===== src/rtl/conv_timer_pkg.sv =====
package conv_timer_pkg;

   typedef enum logic [1:0] {
      ST_IDLE  = 2'd0,
      ST_ALIGN = 2'd1,
      ST_RUN   = 2'd2,
      ST_ACQ   = 2'd3
   } seq_state_t;

   function automatic int max3(input int a, input int b, input int c);
      int m;
      m = (a > b) ? a : b;
      return (m > c) ? m : c;
   endfunction

endpackage


===== src/rtl/ct_mclk_phase.sv =====
module ct_mclk_phase (
   input  logic clk,
   input  logic rst_n,
   output logic mclk,
   output logic fall_tick
);
   logic ph_q;

   always_ff @(posedge clk or negedge rst_n) begin
      if (!rst_n) ph_q <= 1'b0;
      else        ph_q <= ~ph_q;
   end

   assign mclk      = ph_q;
   // the edge that takes the master clock from 1 to 0
   assign fall_tick = ph_q;
endmodule


===== src/rtl/ct_start_detect.sv =====
module ct_start_detect (
   input  logic clk,
   input  logic rst_n,
   input  logic start_n,
   input  logic ctrl_wr,
   input  logic ctrl_start,
   input  logic idle,
   output logic start_evt,
   output logic sw_evt
);
   logic pin_q;
   logic pin_rise;
   logic sw_req;

   always_ff @(posedge clk or negedge rst_n) begin
      if (!rst_n) pin_q <= 1'b1;
      else        pin_q <= start_n;
   end

   assign pin_rise  = start_n & ~pin_q;
   assign sw_req    = ctrl_wr & ctrl_start;
   assign start_evt = idle & (pin_rise | sw_req);
   assign sw_evt    = idle & sw_req;
endmodule


===== src/rtl/ct_seq.sv =====
module ct_seq #(
   parameter int CONV_TICKS = 33,
   parameter int CAL_TICKS  = 64,
   parameter int ACQ_TICKS  = 3,
   parameter bit CAL_ON     = 1'b1
) (
   input  logic clk,
   input  logic rst_n,
   input  logic start_evt,
   input  logic fall_tick,
   output logic idle,
   output logic busy,
   output logic cal_mode,
   output logic end_now
);
   import conv_timer_pkg::*;

   localparam int MAX_T = max3(CONV_TICKS, CAL_TICKS, ACQ_TICKS);
   localparam int CNT_W = $clog2(MAX_T + 1);
   localparam logic [CNT_W-1:0] CONV_LOAD = CNT_W'(CONV_TICKS - 1);
   localparam logic [CNT_W-1:0] CAL_LOAD  = CNT_W'(CAL_TICKS - 1);
   localparam logic [CNT_W-1:0] ACQ_LOAD  = CNT_W'(ACQ_TICKS - 2);

   seq_state_t       st_q;
   logic [CNT_W-1:0] cnt_q;
   logic             busy_q;
   logic             cal_q;
   logic             cal_pending;

   generate
      if (CAL_ON) begin : g_cal
         logic pend_q;
         always_ff @(posedge clk or negedge rst_n) begin
            if (!rst_n)                          pend_q <= 1'b1;
            else if (start_evt && st_q == ST_IDLE) pend_q <= 1'b0;
         end
         assign cal_pending = pend_q;
      end else begin : g_nocal
         assign cal_pending = 1'b0;
      end
   endgenerate

   always_ff @(posedge clk or negedge rst_n) begin
      if (!rst_n) begin
         st_q   <= ST_IDLE;
         cnt_q  <= '0;
         busy_q <= 1'b0;
         cal_q  <= 1'b0;
      end else begin
         unique case (st_q)
            ST_IDLE: begin
               if (start_evt) begin
                  st_q   <= ST_ALIGN;
                  busy_q <= 1'b1;
                  cal_q  <= cal_pending;
               end
            end
            ST_ALIGN: begin
               if (fall_tick) begin
                  st_q  <= ST_RUN;
                  cnt_q <= cal_q ? CAL_LOAD : CONV_LOAD;
               end
            end
            ST_RUN: begin
               if (cnt_q == '0) begin
                  st_q   <= ST_ACQ;
                  busy_q <= 1'b0;
                  cal_q  <= 1'b0;
                  cnt_q  <= ACQ_LOAD;
               end else begin
                  cnt_q <= cnt_q - CNT_W'(1);
               end
            end
            ST_ACQ: begin
               if (cnt_q == '0) st_q  <= ST_IDLE;
               else             cnt_q <= cnt_q - CNT_W'(1);
            end
            default: st_q <= ST_IDLE;
         endcase
      end
   end

   assign idle     = (st_q == ST_IDLE);
   assign busy     = busy_q;
   assign cal_mode = cal_q;
   assign end_now  = (st_q == ST_RUN) && (cnt_q == '0);
endmodule


===== src/rtl/conv_start_timer.sv =====
module conv_start_timer #(
   parameter int DATA_W     = 12,
   parameter int CONV_TICKS = 33,
   parameter int CAL_TICKS  = 64,
   parameter int ACQ_TICKS  = 3,
   parameter bit CAL_ON     = 1'b1
) (
   input  logic              clk,
   input  logic              rst_n,
   input  logic              start_n,
   input  logic              ctrl_wr,
   input  logic              ctrl_start,
   input  logic [DATA_W-1:0] conv_data,
   output logic              mclk,
   output logic              hold,
   output logic              busy,
   output logic              cal_active,
   output logic              sw_start,
   output logic [DATA_W-1:0] result
);
   generate
      if (DATA_W < 1)      begin : g_bad_w   $error("DATA_W must be at least 1");     end
      if (CONV_TICKS < 2)  begin : g_bad_cv  $error("CONV_TICKS must be at least 2"); end
      if (CAL_TICKS < 2)   begin : g_bad_cl  $error("CAL_TICKS must be at least 2");  end
      if (ACQ_TICKS < 2)   begin : g_bad_aq  $error("ACQ_TICKS must be at least 2");  end
   endgenerate

   logic fall_tick;
   logic idle;
   logic start_evt;
   logic sw_evt;
   logic end_now;
   logic cal_mode;
   logic busy_w;
   logic sw_q;
   logic [DATA_W-1:0] res_q;

   ct_mclk_phase u_phase (
      .clk       (clk),
      .rst_n     (rst_n),
      .mclk      (mclk),
      .fall_tick (fall_tick)
   );

   ct_start_detect u_detect (
      .clk        (clk),
      .rst_n      (rst_n),
      .start_n    (start_n),
      .ctrl_wr    (ctrl_wr),
      .ctrl_start (ctrl_start),
      .idle       (idle),
      .start_evt  (start_evt),
      .sw_evt     (sw_evt)
   );

   ct_seq #(
      .CONV_TICKS (CONV_TICKS),
      .CAL_TICKS  (CAL_TICKS),
      .ACQ_TICKS  (ACQ_TICKS),
      .CAL_ON     (CAL_ON)
   ) u_seq (
      .clk       (clk),
      .rst_n     (rst_n),
      .start_evt (start_evt),
      .fall_tick (fall_tick),
      .idle      (idle),
      .busy      (busy_w),
      .cal_mode  (cal_mode),
      .end_now   (end_now)
   );

   always_ff @(posedge clk or negedge rst_n) begin
      if (!rst_n)       sw_q <= 1'b0;
      else if (end_now) sw_q <= 1'b0;
      else if (sw_evt)  sw_q <= 1'b1;
   end

   always_ff @(posedge clk or negedge rst_n) begin
      if (!rst_n)                   res_q <= '0;
      else if (end_now && !cal_mode) res_q <= conv_data;
   end

   assign busy       = busy_w;
   assign hold       = busy_w;
   assign cal_active = cal_mode;
   assign sw_start   = sw_q;
   assign result     = res_q;
endmodule


===== config.mk =====
export PLATFORM = sky130hd
export DESIGN_NAME = conv_start_timer
export DESIGN_NICKNAME = d
export VERILOG_FILES = /design/src/rtl/conv_timer_pkg.sv /design/src/rtl/ct_mclk_phase.sv /design/src/rtl/ct_start_detect.sv /design/src/rtl/ct_seq.sv /design/src/rtl/conv_start_timer.sv
export SDC_FILE = /design/constraint.sdc
export NUM_CORES = 1
export LEC_CHECK = 0
export CORE_ASPECT_RATIO = 1.5
export CORE_MARGIN = 8
export CORE_UTILIZATION = 45
export CTS_BUF_LIST = sky130_fd_sc_hd__clkbuf_8
export DETAILED_ROUTE_END_ITERATION = 6
export PLACE_DENSITY = 0.74
export SLEW_MARGIN = 0
export SYNTH_ARGS = -nofsm -noshare
export SYNTH_HDL_FRONTEND = slang
export SYNTH_SLANG_ARGS = --single-unit
export TNS_END_PERCENT = 50

===== constraint.sdc =====
create_clock -name clk -period 3.3 [get_ports clk]
set_clock_uncertainty 0.15 [all_clocks]
set_input_delay 0.66 -clock clk [delete_from_list [all_inputs] [get_ports clk]]
set_output_delay 0.66 -clock clk [all_outputs]
set_load 0.05 [all_outputs]

Yosys cells after proc, flatten, opt, wreduce, memory -nomap -nowiden
Cells that the tools add are included.
{"block": "word_totals", "register_bits": 27, "inputBits": 17, "out_inout_bits": 17, "word_cells": 54}
{"block": "op_classes", "n_addsub": 1, "eq_ne": 8, "n_mux": 17, "bitwise_logic": 7, "reduce_logical": 12}
{"cell": "2-to-1 mux 7 bit", "count": 3}
{"cell": "one-hot mux 7 bit (3 select lines)", "count": 1}
{"cell": "2-to-1 mux 2 bit", "count": 4}
{"cell": "one-hot mux 2 bit (4 select lines)", "count": 1}
{"cell": "zero test 7 bit", "count": 1}
{"cell": "subtractor 7 x 1 -> 7 bit, second input constant", "count": 1}
{"cell": "inequality test 2 x 1 -> 1 bit, second input constant", "count": 3}
{"cell": "AND reduction 3 bit", "count": 2}
{"cell": "2-to-1 mux 1 bit", "count": 5}
{"cell": "2-to-1 mux 5 bit", "count": 1}
{"cell": "AND 1 bit", "count": 4}
{"cell": "== test 2 bit, second input constant", "count": 2}
{"cell": "inequality test 2 bit, second input constant", "count": 2}
{"cell": "one-hot mux 1 bit (2 select lines)", "count": 2}
{"cell": "AND reduction 4 bit", "count": 1}
{"cell": "nonzero test 2 bit", "count": 2}
{"cell": "logical AND 1 bit", "count": 3}
{"cell": "nonzero test 3 bit", "count": 1}
{"cell": "== test 2 x 1 -> 1 bit, second input constant", "count": 1}
{"cell": "zero test 2 bit", "count": 1}
{"cell": "NOT 1 bit", "count": 2}
{"cell": "zero test 1 bit", "count": 1}
{"cell": "bitwise OR 1 bit", "count": 1}

Depth between registers and ports, before layout
Gate-level depths: netlist (run 1).
{"block": "depth", "depth_word": 6, "mapped_depth": 7, "depth_no_buf": 6}

Hierarchy
Synthesis (run 1) repeated with hierarchy kept, for this count alone.
{"block": "hier_totals", "cells_unflattened": 128, "area_unflattened_um2": 1487.7}
{"mod": "ct_seq", "n_inst": 1, "cells_per_inst": 90, "area_each_um2": 854.6, "seq_area_each_um2": 301.5}
{"mod": "conv_start_timer", "n_inst": 1, "cells_per_inst": 30, "area_each_um2": 546.8, "seq_area_each_um2": 325.3}
{"mod": "ct_start_detect", "n_inst": 1, "cells_per_inst": 5, "area_each_um2": 50.0, "seq_area_each_um2": 26.3}
{"mod": "ct_mclk_phase", "n_inst": 1, "cells_per_inst": 3, "area_each_um2": 36.3, "seq_area_each_um2": 25.0}

Worst setup path after synthesis (run 1)
OpenSTA, ideal clock, no wires.
{"block": "synth_path", "kind": "register to register", "startpoint": "register u_seq.cnt_q[0]", "endpoint": "register res_q[0], in the netlist result[0]", "setup_ns": 0.125, "arrival_ns": 1.582, "t_required_ns": 3.025, "slack_ns": 1.443, "stages_incl_launch_ff": 8, "path_buffers": 1, "synth_period_minus_slack_ns": 1.857, "cell_sequence": "dfrtp_1 -> inv_1 -> ha_1 -> nor3b_4 -> and2_4 -> nand3b_4 -> buf_6 -> mux2_4"}
{"block": "synth_between", "elab_chain_cells": 3}
{"item": "start: declaration", "line_no": "ct_seq.sv:25", "text": "logic [CNT_W-1:0] cnt_q;"}
{"item": "start signal: assignment", "line_no": "ct_seq.sv:61", "text": "cnt_q <= cal_q ? CAL_LOAD : CONV_LOAD;"}
{"item": "start signal: assignment", "line_no": "ct_seq.sv:71", "text": "cnt_q <= cnt_q - CNT_W'(1);"}
{"item": "start signal: assignment", "line_no": "ct_seq.sv:76", "text": "else cnt_q <= cnt_q - CNT_W'(1);"}
{"item": "zero test 7 bit", "line_no": "ct_seq.sv:86", "text": "assign end_now = (st_q == ST_RUN) && (cnt_q == '0);"}
{"item": "logical AND 1 bit", "line_no": "ct_seq.sv:86"}
{"item": "logical AND 1 bit", "line_no": "conv_start_timer.sv:80", "text": "else if (end_now && !cal_mode) res_q <= conv_data;"}
{"item": "end signal: assignment", "line_no": "conv_start_timer.sv:80"}
{"item": "end: declaration", "line_no": "conv_start_timer.sv:36", "text": "logic [DATA_W-1:0] res_q;"}
No other way between the ends.
A chain may end at the register's enable or synchronous reset.

Worst setup path in the final report (run 1)
{"block": "layout_path", "startpoint": "register u_seq.cal_q, in the netlist u_seq.cal_mode", "endpoint": "output port cal_active"}
{"item": "start: declaration", "line_no": "ct_seq.sv:27", "text": "logic cal_q;"}
{"item": "start signal: assignment", "line_no": "ct_seq.sv:55", "text": "cal_q <= cal_pending;"}
{"item": "end: declaration", "line_no": "conv_start_timer.sv:17", "text": "output logic cal_active,"}
No word-level cell between the ends.

==> results of run 1 <==
## flip-flops by register name, indices dropped and copies added, names as in the netlist
| name | flops |
|---|---|
| u_detect.pin_q | 1 |
| u_seq.cnt_q | 7 |
| u_seq.busy | 1 |
| sw_start | 1 |
| result | 12 |
| u_seq.cal_mode | 1 |
| u_phase.fall_tick | 1 |
| u_seq.cal_pending | 1 |
| u_seq.st_q | 2 |
## synth_stat cells (2+ instances only)
library cell and n:
buf_6 2, nor2_1 5, or3_1 2, a21oi_1 6, a31oi_1 3, mux2i_1 2, ha_1 6, o21ai_0 5
nand2_1 4, nor4_1 3, inv_1 8, nand2b_1 3, o2bb2ai_1 2, dfstp_2 2, nor3_1 3, o211ai_1 5
a211oi_1 2, mux2_4 10, mux2_2 3, dfrtp_1 25
## through the flow
stage           util  setup WS (ps)  power, uW  cell area, sq um
2_1_floorplan      -           1440       1350              1390
3_3_place_gp   0.591           1160       1620              1740
3_5_place_dp   0.591           1110       1650              1740
4_1_cts        0.607            917       1850              1790
5_1_grt        0.607            903       1950              1790
6_report       0.607            941       1830              1790
## logic make-up after synthesis
group	after synthesis
mux	15
buf+inv	13
flops	27
fa+ha+maj	6
simple gates	27
compound gates	29
## layer usage
layer	GRT usage	routed length, um
met3	0.0340	147
met4	0.0438	32
met5	0	0
met1	0.139	1200
met2	0.214	1600
## cell type report
type,instances,area (sq um)
Fill cell,255,1160
Sequential cell,27,678
Multi-Input combinational cell,77,644
Timing Repair Buffer,34,338
Tap cell,39,48.8
Clock buffer,3,41.3
Inverter,8,30.0
Clock inverter,1,5.00
## power by group
group,leakage [uW],switching [uW],internal [uW],total (uW)
logic,0.000474,650,441,1090
registers,0.000316,92.8,463,555
clock network,0.0000255,101,84.4,185
total,0.000815,844,988,1830
## path summary, 6_finish.rpt
path	from	end	slack, ps	cells after the start
worst max-delay path	u_seq.cal_mode$_DFFE_PN0P_	cal_active	940	1
worst min-delay path	u_phase.fall_tick$_DFF_PN0_	u_phase.fall_tick$_DFF_PN0_	300	1
worst max register to register	u_seq.st_q[0]$_DFFE_PN0P_	u_seq.cnt_q[3]$_DFFE_PN0P_	1120	6
worst min register to register	u_phase.fall_tick$_DFF_PN0_	u_phase.fall_tick$_DFF_PN0_	300	1
max in group asynchronous	rst_n	u_seq.cal_pending$_DFFE_PN1P_	2100	2
min in group asynchronous	rst_n	u_phase.fall_tick$_DFF_PN0_	600	2
==> results.toml, run 1 <==
[cells_and_area]
final_nets = 174
layout_commonest_cell = "clkdlybuf4s50_1"
n_antenna_cell = 0
drive_gt1_frac = 0.160
area_delta_synth_final_pct = 28.3
layout_common_cells = "33 x clkdlybuf4s50_1, 25 x dfrtp_1, 10 x mux2_4"
fin_cells = 189

[logic_synthesis]
synth_top_family_by_area = "multiplexers"
synthArstFlopShare = 1.00
yosysWarningCount = 0
yosysSeqAreaShare = 0.487
syn_avg_cell_area_sq_um = 11.9
synth_cells = 117
synth-edff-count = 0
synth_simple_gate_area_frac = 0.123
synthAdderAreaFrac = 0.0540
synth-seq-cells = 27
synth.area.top_cells = "dfrtp_1 45%, mux2_4 11%, ha_1 5.4%, dfstp_2 3.8%, o211ai_1 2.7%"
synth.distinct_cells = 36
synthXorXnorAreaFrac = 0
synth.net_count = 140
netlist_area_sq_um = 1390
synth_mux_area_frac = 0.147
synth_compound_area_frac = 0.139
synth_top_area_frac = 0.450
post-synth-top-area-cell = "dfrtp_1"
synth_ff_type = "dfrtp_1"

[grt]
grt_pass1_vias = 1109
overflow = 0
grt_pass1_wl_um = 5150
grt_start_max_net_pins = 28
antenna_found_initial = 0
grt.total_usage = 0.125

[worst_setup_path]
worstSetupEndpointType = "output pin"
cp_top_family = "buffers and inverters"
cp-start-kind = "flip-flop"
path_cells = "clkdlybuf4s50_1"
worst_ep_arrival_time_ps = 1550
worstSetupPathType = "reg -> out"
slowest_stage = "clkdlybuf4s50_1"
crit_required_ps = 2490
path_max_fanout = 6
slowest_delay_ps = 850
crit_buf_inv = 1

[route]
drc = 0
wl_um = 2970
drt_first_iter_violations = 17
drt-wirelength-per-cell_um = 15.7
viasPerCell = 5.27
detailedRoute.firstPassIterationCount = 4
drtAntennaViolNets = 0
vias = 996

[floorplanning]
start_util = 0.473
die_h_um = 84.1
die-area_sq_um = 5160
ios = 34
rows = 24
fp.dieW_um = 61.4
core_area_sq_um = 2940

[clock_tree]
cts_root_buf = "clkbuf_8"
clk_latency_ps = 270
htree_levels = 1
cts_setup_buffers = 0
cts-resized-gates = 0
ctsHoldBuffers = 0
cts.clk_slew.worst_paths_ps = 90
cts_tree = "done"
cts-buffers-inserted = 3
max-clock-path-buffers = 2
cts_sinks = 27

[timing]
rsz0062_at_grt = "false"
finalHoldWorstSlack_ps = 300
tightest_slew_ps = 594
fmax_mhz = 424
setup_tns_ps = 0
finalHoldViolCount = 0
setup_viol = 0
period_share = 0.715
relSlewSlack = 0.604
finalCriticalPeriod_ps = 2360
final_max_slew_viol_count = 0

[power_and_ir_drop]
p_per_area_nw_per_um2 = 1030
p_leak_uw = 0.000815
vdd_drop_max_mv = 0.828

[placed_design]
dpl.cell_count = 185
gp_congestion = 0.882
hpwl_um = 2330
portBuffers = 33

[status]
status = "finished, final reports clean"

[job]
maxCapViolCount = 0

[worst_hold_path]
hold_path_class = "reg -> reg"
Note: power is estimated with default switching activity, not from simulation.
==> run 2: changes to the inputs <==
PLACE_DENSITY = 0.77   (was 0.74)
clock period = 1.95 ns   (was 3.3 ns; I/O delays follow)
==> run 2 against run 1 <==
  * Sequential power up 71%
  * Power up 75%
  * Critical path type is now reg -> reg
  * Die area did not move
  * Global-route usage increased by 0.25 points
  * Sequential share of layout area decreased by 0.73 points
  * Critical endpoint is now u_seq.cnt_q[6]$_DFFE_PN0P_
  * First-iteration DRC count is 100% higher
  * Wire length grew 4.6%
  * Clock power grew 70%
  * Final cell count is 3.7% higher
  * Setup slack worse by 840 ps
  * Final area is 2.0% higher
  * Via count up 8.4%
==> results.toml, run 2 (synthesized netlist as in run 1, its figures left out) <==
[cells_and_area]
final_nets = 181
largest_register_ffs = 12
drive_gt1_frac = 0.325
n_antenna_cell = 0
final_cell_area_sq_um = 1820
area_delta_synth_final_pct = 30.8
layout_common_cells = "25 x dfrtp_1, 24 x buf_4, 16 x clkdlybuf4s50_1"
layout_commonest_cell = "dfrtp_1"

[timing]
setup_viol = 0
fmax_mhz = 541
setup_tns_ps = 0
period_share = 0.948
finalCriticalPeriod_ps = 1850
relSlewSlack = 0.701
final_max_slew_viol_count = 0
finalHoldViolCount = 0
rsz0062_at_grt = "false"
tightest_slew_ps = 447

[route]
viasPerCell = 5.51
detailedRoute.firstPassIterationCount = 4
drt_first_iter_violations = 34
vias = 1080
drt-wirelength-per-cell_um = 15.9
wl_um = 3110
drtAntennaViolNets = 0
drc = 0

[clock_tree]
clk_latency_ps = 270
cts.clk_slew.worst_paths_ps = 100
cts_tree = "done"
htree_levels = 1
cts_root_buf = "clkbuf_8"
cts-buffers-inserted = 3
cts_setup_buffers = 0
cts_sinks = 27
max-clock-path-buffers = 2

[power_and_ir_drop]
power_frac_comb = 0.605
p_sw_uw = 1480
p_per_area_nw_per_um2 = 1760
vdd_drop_max_mv = 1.39
p_leak_uw = 0.000887
clock_power_share = 0.098
seq_power_share = 0.297
p_sw_frac = 0.463
power.internal_uw = 1720

[grt]
antenna_found_initial = 0
grt_pass1_wl_um = 5230
grt_start_max_net_pins = 28
grt_pass1_vias = 1129
overflow = 0
grt.total_usage = 0.127

[job]
maxCapViolCount = 0

[worst_setup_path]
cp-start-kind = "flip-flop"
worst_ep_arrival_time_ps = 1870
reg2reg_depth = 7
path_max_fanout = 5
worstSetupPathType = "reg -> reg"
worstSetupEndpointType = "flip-flop"
crit_required_ps = 1970

[floorplanning]
die-area_sq_um = 5160
die_h_um = 84.1
start_util = 0.473
core_area_sq_um = 2940
rows = 24
fp.dieW_um = 61.4
ios = 34

[placed_design]
portBuffers = 33
gp_congestion = 0.888
hpwl_um = 2380
placed_area_sq_um = 1740

[worst_hold_path]
hold_depth = 1
hold_path_class = "reg -> reg"

[status]
status = "finished, final reports clean"
==> run 2: metal layers <==
layer | wire length [um] | track usage
met1 | 1190 | 0.141
met2 | 1670 | 0.213
met3 | 206 | 0.0448
met4 | 46 | 0.0458
met5 | 0 | 0
==> run 2: critical path, cell delays in order, from the launching register on <==
cell	delay, ps
dfrtp_1	360
inv_1	80
ha_1	180
nor3b_4	150
buf_4	160
a211o_1	320
a21o_1	190
a22o_1	170
==> run 2: repair_timing <==
| item | in CTS | in global routing |
|---|---|---|
| pin swaps | 0 | 0 |
| gates resized for setup | 1 | 3 |
| setup endpoints to repair | 1 | 17 |
| hold buffers | 0 | 0 |
| cloned | 0 | 1 |
==> run 2: metrics by stage <==
stage | total power [uW] | utilization | cells | hold WS [ps] | setup WS [ps]
floorplan | 2280 | - | 117 | -55.6 | 93.2
global placement | 2800 | 0.592 | 191 | 274 | 86.9
detailed placement | 2860 | 0.592 | 191 | 280 | 19.1
CTS | 3190 | 0.609 | 195 | 293 | 14.7
global route | 3400 | 0.619 | 196 | 323 | 15.0
finish | 3200 | 0.619 | 196 | 286 | 102
==> run 2: layout make-up <==
type	instances	area, sq um
timing repair buffer	40	340
fill	256	1120
sequential	27	678
inverter	8	30.0
clock buffer	3	41.3
multi-input combinational	78	677
tap	39	48.8
clock inverter	1	5.00
==> run 2: power by group through the flow <==
stage	Combinational, uW	Sequential [uW]	Clock [uW]
6_report	1930	950	315
3_3_place_gp	1860	941	0
4_1_cts	1920	947	323
3_5_place_dp	1910	950	0
5_1_grt	2080	973	348
2_1_floorplan	866	1410	0
==> run 2: path summary, 6_finish.rpt <==
| check | start | endpoint | slack [ps] |
|---|---|---|---|
| setup / recovery | u_seq.cnt_q[1]$_DFFE_PN0P_ | u_seq.cnt_q[6]$_DFFE_PN0P_ | 100 |
| hold / removal | u_phase.fall_tick$_DFF_PN0_ | u_phase.fall_tick$_DFF_PN0_ | 290 |
| setup reg to reg | u_seq.cnt_q[1]$_DFFE_PN0P_ | u_seq.cnt_q[6]$_DFFE_PN0P_ | 100 |
| hold reg to reg | u_phase.fall_tick$_DFF_PN0_ | u_phase.fall_tick$_DFF_PN0_ | 290 |
| max in group asynchronous | rst_n | u_detect.pin_q$_DFF_PN1_ | 1010 |
| min in group asynchronous | rst_n | u_seq.cnt_q[4]$_DFFE_PN0P_ | 330 |
